$ cat config.mk
export PLATFORM = sky130hd
export DESIGN_NAME = cpreg_scan_port
export DESIGN_NICKNAME = d
export VERILOG_FILES = /design/src/rtl/cpreg_pkg.sv /design/src/rtl/cpreg_shift.sv /design/src/rtl/cpreg_xfer.sv /design/src/rtl/cpreg_bank.sv /design/src/rtl/cpreg_scan_port.sv
export SDC_FILE = /design/constraint.sdc
export NUM_CORES = 1
export LEC_CHECK = 0
export ABC_AREA = 1
export BUFFER_PORTS_ARGS = -buffer_cell sky130_fd_sc_hd__buf_4
export CAP_MARGIN = 20
export CORE_MARGIN = 4
export CORE_UTILIZATION = 60
export CTS_BUF_LIST = sky130_fd_sc_hd__clkbuf_4 sky130_fd_sc_hd__clkbuf_8
export CTS_CLUSTER_DIAMETER = 40
export DETAILED_ROUTE_END_ITERATION = 12
export HOLD_SLACK_MARGIN = 0.15
export PLACE_DENSITY = 0.81
export SLEW_MARGIN = 20
export SYNTH_ARGS = -nofsm -noshare
export SYNTH_HDL_FRONTEND = slang
export SYNTH_SLANG_ARGS = --single-unit
$ cat constraint.sdc
create_clock -name clk -period 1.9 [get_ports clk]
set_input_delay 0.38 -clock clk [delete_from_list [all_inputs] [get_ports clk]]
set_output_delay 0.38 -clock clk [all_outputs]
set_load 0.005 [all_outputs]
$ cat src/rtl/cpreg_pkg.sv
// Shared constants for the coprocessor register scan chain.
// Assumes the 14-bit packed address layout {op1[2:0], op2[2:0], rn[3:0], rm[3:0]}.
package cpreg_pkg;
    localparam int ADDR_W    = 14;
    localparam int NUM_REGS  = 6;
    localparam int CTRL_IDX  = 0;
    localparam int MMU_BIT   = 0;
    localparam int DCACHE_BIT = 2;
    localparam int ICACHE_BIT = 12;

    typedef logic [ADDR_W-1:0] reg_addr_t;

    // Mapped addresses; index CTRL_IDX is the control register.
    localparam reg_addr_t REG_MAP [NUM_REGS] = '{
        14'h0010,   // op1=0 op2=0 rn=1  rm=0 : control
        14'h0020,   // op1=0 op2=0 rn=2  rm=0 : table base
        14'h0050,   // op1=0 op2=0 rn=5  rm=0 : data fault status
        14'h0150,   // op1=0 op2=1 rn=5  rm=0 : instruction fault status
        14'h0060,   // op1=0 op2=0 rn=6  rm=0 : fault address
        14'h38F0    // op1=7 op2=0 rn=15 rm=0 : cache debug control
    };
endpackage

$ cat src/rtl/cpreg_shift.sv
// Frame shift register for the scan chain.
// Assumes the strobes are already qualified by chain select and are one-hot.
// Frame: [DATA_W-1:0] data, [DATA_W] access/ready, then address, then direction on top.
module cpreg_shift
    import cpreg_pkg::*;
#(
    parameter int DATA_W = 32
) (
    input  logic              clk,
    input  logic              rst_n,
    input  logic              cap_en,
    input  logic              shf_en,
    input  logic              tdi,
    input  logic              cap_ready,
    input  logic [DATA_W-1:0] cap_data,
    output logic              tdo,
    output logic              frm_acc,
    output logic              frm_rw,
    output reg_addr_t         frm_addr,
    output logic [DATA_W-1:0] frm_data
);
    localparam int FRAME_W = DATA_W + ADDR_W + 2;
    localparam int ACC_POS = DATA_W;
    localparam int ADR_LO  = DATA_W + 1;

    logic [FRAME_W-1:0] sr;

    // Load status on capture, move one bit toward TDO on shift.
    always_ff @(posedge clk) begin
        if (!rst_n)
            sr <= '0;
        else if (cap_en)
            sr <= {1'b0, {ADDR_W{1'b0}}, cap_ready, cap_data};
        else if (shf_en)
            sr <= {tdi, sr[FRAME_W-1:1]};
    end

    assign tdo      = sr[0];
    assign frm_data = sr[DATA_W-1:0];
    assign frm_acc  = sr[ACC_POS];
    assign frm_addr = sr[ADR_LO +: ADDR_W];
    assign frm_rw   = sr[FRAME_W-1];

    // TDO shows the captured ready-bit neighbour only after a full data field; here bit 0 after capture.
    assert_capture_lsb_R2: assert property (@(posedge clk) disable iff (!rst_n)
        cap_en |=> (tdo == $past(cap_data[0])));
endmodule

$ cat src/rtl/cpreg_xfer.sv
// Posted-transfer tracker: accepts an access on Update-DR, holds it on the
// req/ack core port, and records completion and read data.
// Assumes core_ack is only meaningful while core_req is high.
module cpreg_xfer
    import cpreg_pkg::*;
#(
    parameter int DATA_W = 32
) (
    input  logic              clk,
    input  logic              rst_n,
    input  logic              upd_en,
    input  logic              frm_acc,
    input  logic              frm_rw,
    input  reg_addr_t         frm_addr,
    input  logic [DATA_W-1:0] frm_data,
    input  logic              core_ack,
    input  logic [DATA_W-1:0] bank_rdata,
    output logic              core_req,
    output logic              core_we,
    output reg_addr_t         core_addr,
    output logic [DATA_W-1:0] core_wdata,
    output logic              bank_wr,
    output logic              ready,
    output logic [DATA_W-1:0] rd_result
);
    logic pending;
    logic launch;
    logic finish;

    assign launch = upd_en && frm_acc && !pending;
    assign finish = pending && core_ack;

    // Track the one outstanding transfer and its outcome.
    always_ff @(posedge clk) begin
        if (!rst_n) begin
            pending    <= 1'b0;
            ready      <= 1'b0;
            core_we    <= 1'b0;
            core_addr  <= '0;
            core_wdata <= '0;
            rd_result  <= '0;
        end else if (finish) begin
            pending <= 1'b0;
            ready   <= 1'b1;
            if (!core_we)
                rd_result <= bank_rdata;
        end else if (launch) begin
            pending    <= 1'b1;
            ready      <= 1'b0;
            core_we    <= frm_rw;
            core_addr  <= frm_addr;
            core_wdata <= frm_data;
            rd_result  <= '0;
        end
    end

    assign core_req = pending;
    assign bank_wr  = finish && core_we;

    assert_req_held_R3: assert property (@(posedge clk) disable iff (!rst_n)
        core_req && !core_ack |=> core_req);
    assert_not_ready_while_req_R3: assert property (@(posedge clk) disable iff (!rst_n)
        core_req |-> !ready);
    assert_noop_no_start_R4: assert property (@(posedge clk) disable iff (!rst_n)
        upd_en && !frm_acc && !core_req |=> !core_req);
    assert_pending_kept_R5: assert property (@(posedge clk) disable iff (!rst_n)
        core_req && !core_ack |=> $stable(core_addr) && $stable(core_wdata) && $stable(core_we));
    assert_ready_after_ack_R6: assert property (@(posedge clk) disable iff (!rst_n)
        core_req && core_ack |=> ready && !core_req);
endmodule

$ cat src/rtl/cpreg_bank.sv
// Register bank behind the core port: decodes the packed address against the
// map in the package; unmapped addresses read zero and drop writes.
// Assumes wr_en is a single-cycle commit strobe.
module cpreg_bank
    import cpreg_pkg::*;
#(
    parameter int DATA_W = 32
) (
    input  logic              clk,
    input  logic              rst_n,
    input  logic              wr_en,
    input  reg_addr_t         addr,
    input  logic [DATA_W-1:0] wdata,
    output logic [DATA_W-1:0] rdata,
    output logic [DATA_W-1:0] ctrl_q
);
    logic [NUM_REGS-1:0]             hit;
    logic [NUM_REGS-1:0][DATA_W-1:0] masked;

    for (genvar gi = 0; gi < NUM_REGS; gi++) begin : g_reg
        logic [DATA_W-1:0] val;
        assign hit[gi] = (addr == REG_MAP[gi]);
        // Store one mapped register on a matching commit.
        always_ff @(posedge clk) begin
            if (!rst_n)
                val <= '0;
            else if (wr_en && hit[gi])
                val <= wdata;
        end
        assign masked[gi] = hit[gi] ? val : '0;
    end

    // Merge the selected register onto the read bus.
    always_comb begin
        rdata = '0;
        for (int i = 0; i < NUM_REGS; i++)
            rdata = rdata | masked[i];
    end

    assign ctrl_q = g_reg[CTRL_IDX].val;

    assert_unmapped_write_R7: assert property (@(posedge clk) disable iff (!rst_n)
        wr_en && (hit == '0) |=> $stable(ctrl_q));
    assert_one_hit_R7: assert property (@(posedge clk) disable iff (!rst_n)
        $onehot0(hit));
endmodule

$ cat src/rtl/cpreg_scan_port.sv
// Top of the coprocessor register scan chain: gates TAP strobes with the
// chain select, wires the frame register, transfer tracker and register bank,
// and exports the control-register enables.
// Assumes all inputs are synchronous to clk (TCK).
module cpreg_scan_port
    import cpreg_pkg::*;
#(
    parameter int DATA_W = 32
) (
    input  logic              clk,
    input  logic              rst_n,
    input  logic              chain_sel,
    input  logic              capture_dr,
    input  logic              shift_dr,
    input  logic              update_dr,
    input  logic              tdi,
    output logic              tdo,
    input  logic              core_ack,
    output logic              core_req,
    output logic              core_we,
    output logic [ADDR_W-1:0] core_addr,
    output logic [DATA_W-1:0] core_wdata,
    output logic              mmu_en,
    output logic              dcache_en,
    output logic              icache_en
);
    logic              cap_en, shf_en, upd_en;
    logic              frm_acc, frm_rw;
    reg_addr_t         frm_addr;
    logic [DATA_W-1:0] frm_data;
    logic              ready, bank_wr;
    logic [DATA_W-1:0] rd_result, bank_rdata, ctrl_q;

    assign cap_en = chain_sel && capture_dr;
    assign shf_en = chain_sel && shift_dr;
    assign upd_en = chain_sel && update_dr;

    cpreg_shift #(.DATA_W(DATA_W)) u_shift (
        .clk(clk), .rst_n(rst_n), .cap_en(cap_en), .shf_en(shf_en), .tdi(tdi),
        .cap_ready(ready), .cap_data(rd_result), .tdo(tdo),
        .frm_acc(frm_acc), .frm_rw(frm_rw), .frm_addr(frm_addr), .frm_data(frm_data)
    );

    cpreg_xfer #(.DATA_W(DATA_W)) u_xfer (
        .clk(clk), .rst_n(rst_n), .upd_en(upd_en), .frm_acc(frm_acc),
        .frm_rw(frm_rw), .frm_addr(frm_addr), .frm_data(frm_data),
        .core_ack(core_ack), .bank_rdata(bank_rdata), .core_req(core_req),
        .core_we(core_we), .core_addr(core_addr), .core_wdata(core_wdata),
        .bank_wr(bank_wr), .ready(ready), .rd_result(rd_result)
    );

    cpreg_bank #(.DATA_W(DATA_W)) u_bank (
        .clk(clk), .rst_n(rst_n), .wr_en(bank_wr), .addr(core_addr),
        .wdata(core_wdata), .rdata(bank_rdata), .ctrl_q(ctrl_q)
    );

    assign mmu_en    = ctrl_q[MMU_BIT];
    assign dcache_en = ctrl_q[DCACHE_BIT];
    assign icache_en = ctrl_q[ICACHE_BIT];

    assert_unselected_quiet_R9: assert property (@(posedge clk) disable iff (!rst_n)
        !chain_sel && !core_req |=> !core_req);
    assert_enables_need_commit_R8: assert property (@(posedge clk) disable iff (!rst_n)
        !bank_wr |=> $stable({mmu_en, dcache_en, icache_en}));
endmodule

==> flow_summary.yaml <==
status:
  status: "finished, final reports clean"
synth:
  ys_types: 29
  yosysWarningCount: 0
  ys_seq_elements: 321
  syn-num-nets: 1900
  yosysTopAreaCellShare: 0.4662
  yosysMostFrequentCell: "dfxtp_1"
  synth.largest_area_cell: "dfxtp_1"
  syn_area_per_cell_sq_um: 7.286
  ys_seq_area_frac: 0.4662
  synthTopCellsByCount: "321 x dfxtp_1, 249 x o21ai_0, 247 x a21oi_1"
  synth_edf_count: 0
  synth_area_sq_um: 13780
  synthArstFlopShare: 0
  synthTopCellsByArea: "dfxtp_1 47%, o21ai_0 9.0%, a21oi_1 9.0%"
  syn_inst: 1892
  synth_ff_type: "dfxtp_1"
worst_setup_path:
  critical_path_class: "register to register"
  endpoint_kind: "register"
  cp_top_family: "simple AND/OR/NAND/NOR gates"
  critical_path.most_common_cell: "nand2_1"
  r2r-start: "u_xfer.core_addr[5]"
  cp.required_ps: 2410
  crit_arrival_ps: 2310
  critPathMaxFanout: 12
  critPathLaunch: "u_xfer.core_addr[5]"
  path_cells: "inv_2, nor2_2, nand2_1, nor2_4, buf_4, nand3_1, nand2_1, nor2_1, nand2_1, nand2_1, a21oi_2"
  slowest_stage: "dfxtp_1"
  worst_path_largest_cell_delay_ps: 440
  critPathBufInv: 2
  worstSetupStartpointType: "register"
pwr:
  finalPower_uw: 14080
  ir_worst_vdd_v: 0.0009324
  power.leakage_uw: 0.005906
  powerDensity_nw_per_um2: 899.2
detailed_routing:
  totalWireLength_microns: 35120
  wl_per_cell_microns: 15.64
  firstDrtPassIters: 6
  num_vias: 12431
  drt_iter0_markers: 1154
  ant_nets: 0
  via_per_inst: 5.537
  drc: 0
global_route:
  track_usage: 0.2643
  antenna_found_initial: 0
  top_usage_layer: "met2"
  grt_pass1_vias: 11632
  grt_max_degree: 100
  met1_usage: 0.3525
  overflow: 0
  grt_pass1_wl_microns: 57360
  met2_usage: 0.4369
  grt_use_met3: 0.04090
placed_design:
  dp_hpwl_microns: 20930
  placedCellCount: 2151
  gp_congestion: 0.7961
  portBuffers: 59
layout:
  insertedDiodeCount: 0
  layout.cells.non_filler: 2245
  nets: 1932
  area_growth_pct: 13.57
  drive_above_1_share: 0.1423
timing:
  period_share: 0.9496
  relSlewSlack: 0.5954
  timing.final.max_slew_violations: 0
  finalSetupViolations: 0
  tightest_slew_ps: 606.9
  max_freq_mhz: 554.3
  hold_viol: 0
  layout_min_cycle_time_ps: 1804
  skew_ps: 19.04
clocking:
  cts_sinks: 321
  clock_latency_ps: 570
  clkSlewWorstSetupHoldPaths_ps: 60
  htree_levels: 2
  cts_tree: "yes"
  clock_path_buffers: 3
  clockRootBuffer: "clkbuf_8"
  cts_buffers: 52
die:
  start_util: 0.6088
  die_h_microns: 159.6
  row_count: 55
  dieArea_sq_um: 25460
  core_area_sq_um: 22640
  ios: 60
  fp.dieW_microns: 159.6
worst_hold_path:
  min-delay-start: "core_ack"
  hold_path_class: "input pin to register"
flow_run:
  cap_viol_max_count: 0
## placed cells by master (no fill, tap or decap), types with 2 or more instances in the layout
cell type,n
a21oi_1,247
a21oi_2,32
buf_12,16
buf_4,93
buf_6,3
bufinv_16,3
clkbuf_4,22
clkbuf_8,62
clkinv_1,2
clkinvlp_4,2
dfxtp_1,319
dfxtp_2,2
inv_1,234
inv_2,9
nand2_1,229
nand2_2,3
nand2_4,2
nand3_1,163
nand3_2,2
nand3_4,4
nor2_1,178
nor2_2,10
nor2_4,7
o21ai_0,246
o21ai_1,58
o21ai_2,4
## where the power goes
part | total [uW] | leakage, uW | internal [uW] | switching, uW
Clock | 6420 | 0.000594 | 3770 | 2650
Combinational | 773 | 0.00272 | 248 | 525
Sequential | 6880 | 0.00259 | 6800 | 78.8
## worst paths after layout
kind                                          endpoint  slack (ps)  depth (start not counted)
worst max-delay path              u_xfer.rd_result[21]         100                         11
worst min register to register  u_bank.g_reg[1].val[9]         440                          2
worst max register to register    u_xfer.rd_result[21]         100                         11
worst min-delay path                   u_xfer.core_req         190                          4
## worst min-delay path, delay by kind of cell
kind,cells,cell delay [ps]
AO/OA/AOI/OAI,1,60
buffers and inverters,2,190
AND/OR/NAND/NOR,1,70
## flip-flops by register name (all words and copies together) (netlist names)
signal / count
u_xfer.core_req: 1
u_xfer.core_addr: 14
u_shift.sr: 48
u_xfer.core_we: 1
u_xfer.ready: 1
u_bank.ctrl_q: 32
u_bank.g.val: 160
u_xfer.rd_result: 32
u_xfer.core_wdata: 32
## per-stage QoR
stage / TNS, ps / hold slack [ps] / setup WS (ps) / util / cell area [sq um]
2_1_floorplan: 0 / 423.9 / 423.2 / - / 13780
4_1_cts: 0 / 166.5 / 61.61 / 0.6885 / 15590
3_5_place_dp: 0 / 434.7 / 70.17 / 0.6382 / 14450
5_1_grt: -3.122 / 209.4 / -3.122 / 0.6915 / 15660
3_3_place_gp: 0 / 430.2 / 147.8 / 0.6382 / 14450
6_report: 0 / 187.9 / 95.85 / 0.6915 / 15660
## repair_timing
action	4_1_cts	5_1_grt
setup buffers	0	2
hold endpoints to repair	1	0
endpoints found under the setup margin	0	27
resized for setup	0	8
hold buffers	1	0
## cell families after synthesis
group | Yosys count | share of synthesized area
AND/OR/NAND/NOR | 601 | 0.1913
flip-flops | 321 | 0.4662
AO/OA/AOI/OAI | 589 | 0.2239
buffers and inverters | 381 | 0.1185
## cell type report
class                           instances  area, sq um
Multi-Input combinational cell       1190         5734
Sequential cell                       321         6429
Clock buffer                           84         1018
Inverter                              245        919.6
Fill cell                            1825         6985
Timing Repair Buffer                  114         1087
Tap cell                              285        356.6
Clock inverter                          6        110.1
## metal layers
layer | vias up | share of wire
li1 | 6200 | -
met1 | 5722 | 0.43
met2 | 436 | 0.47
met3 | 73 | 0.074
met4 | 0 | 0.021
met5 | - | 0
Power figures use the tool's default switching activity.
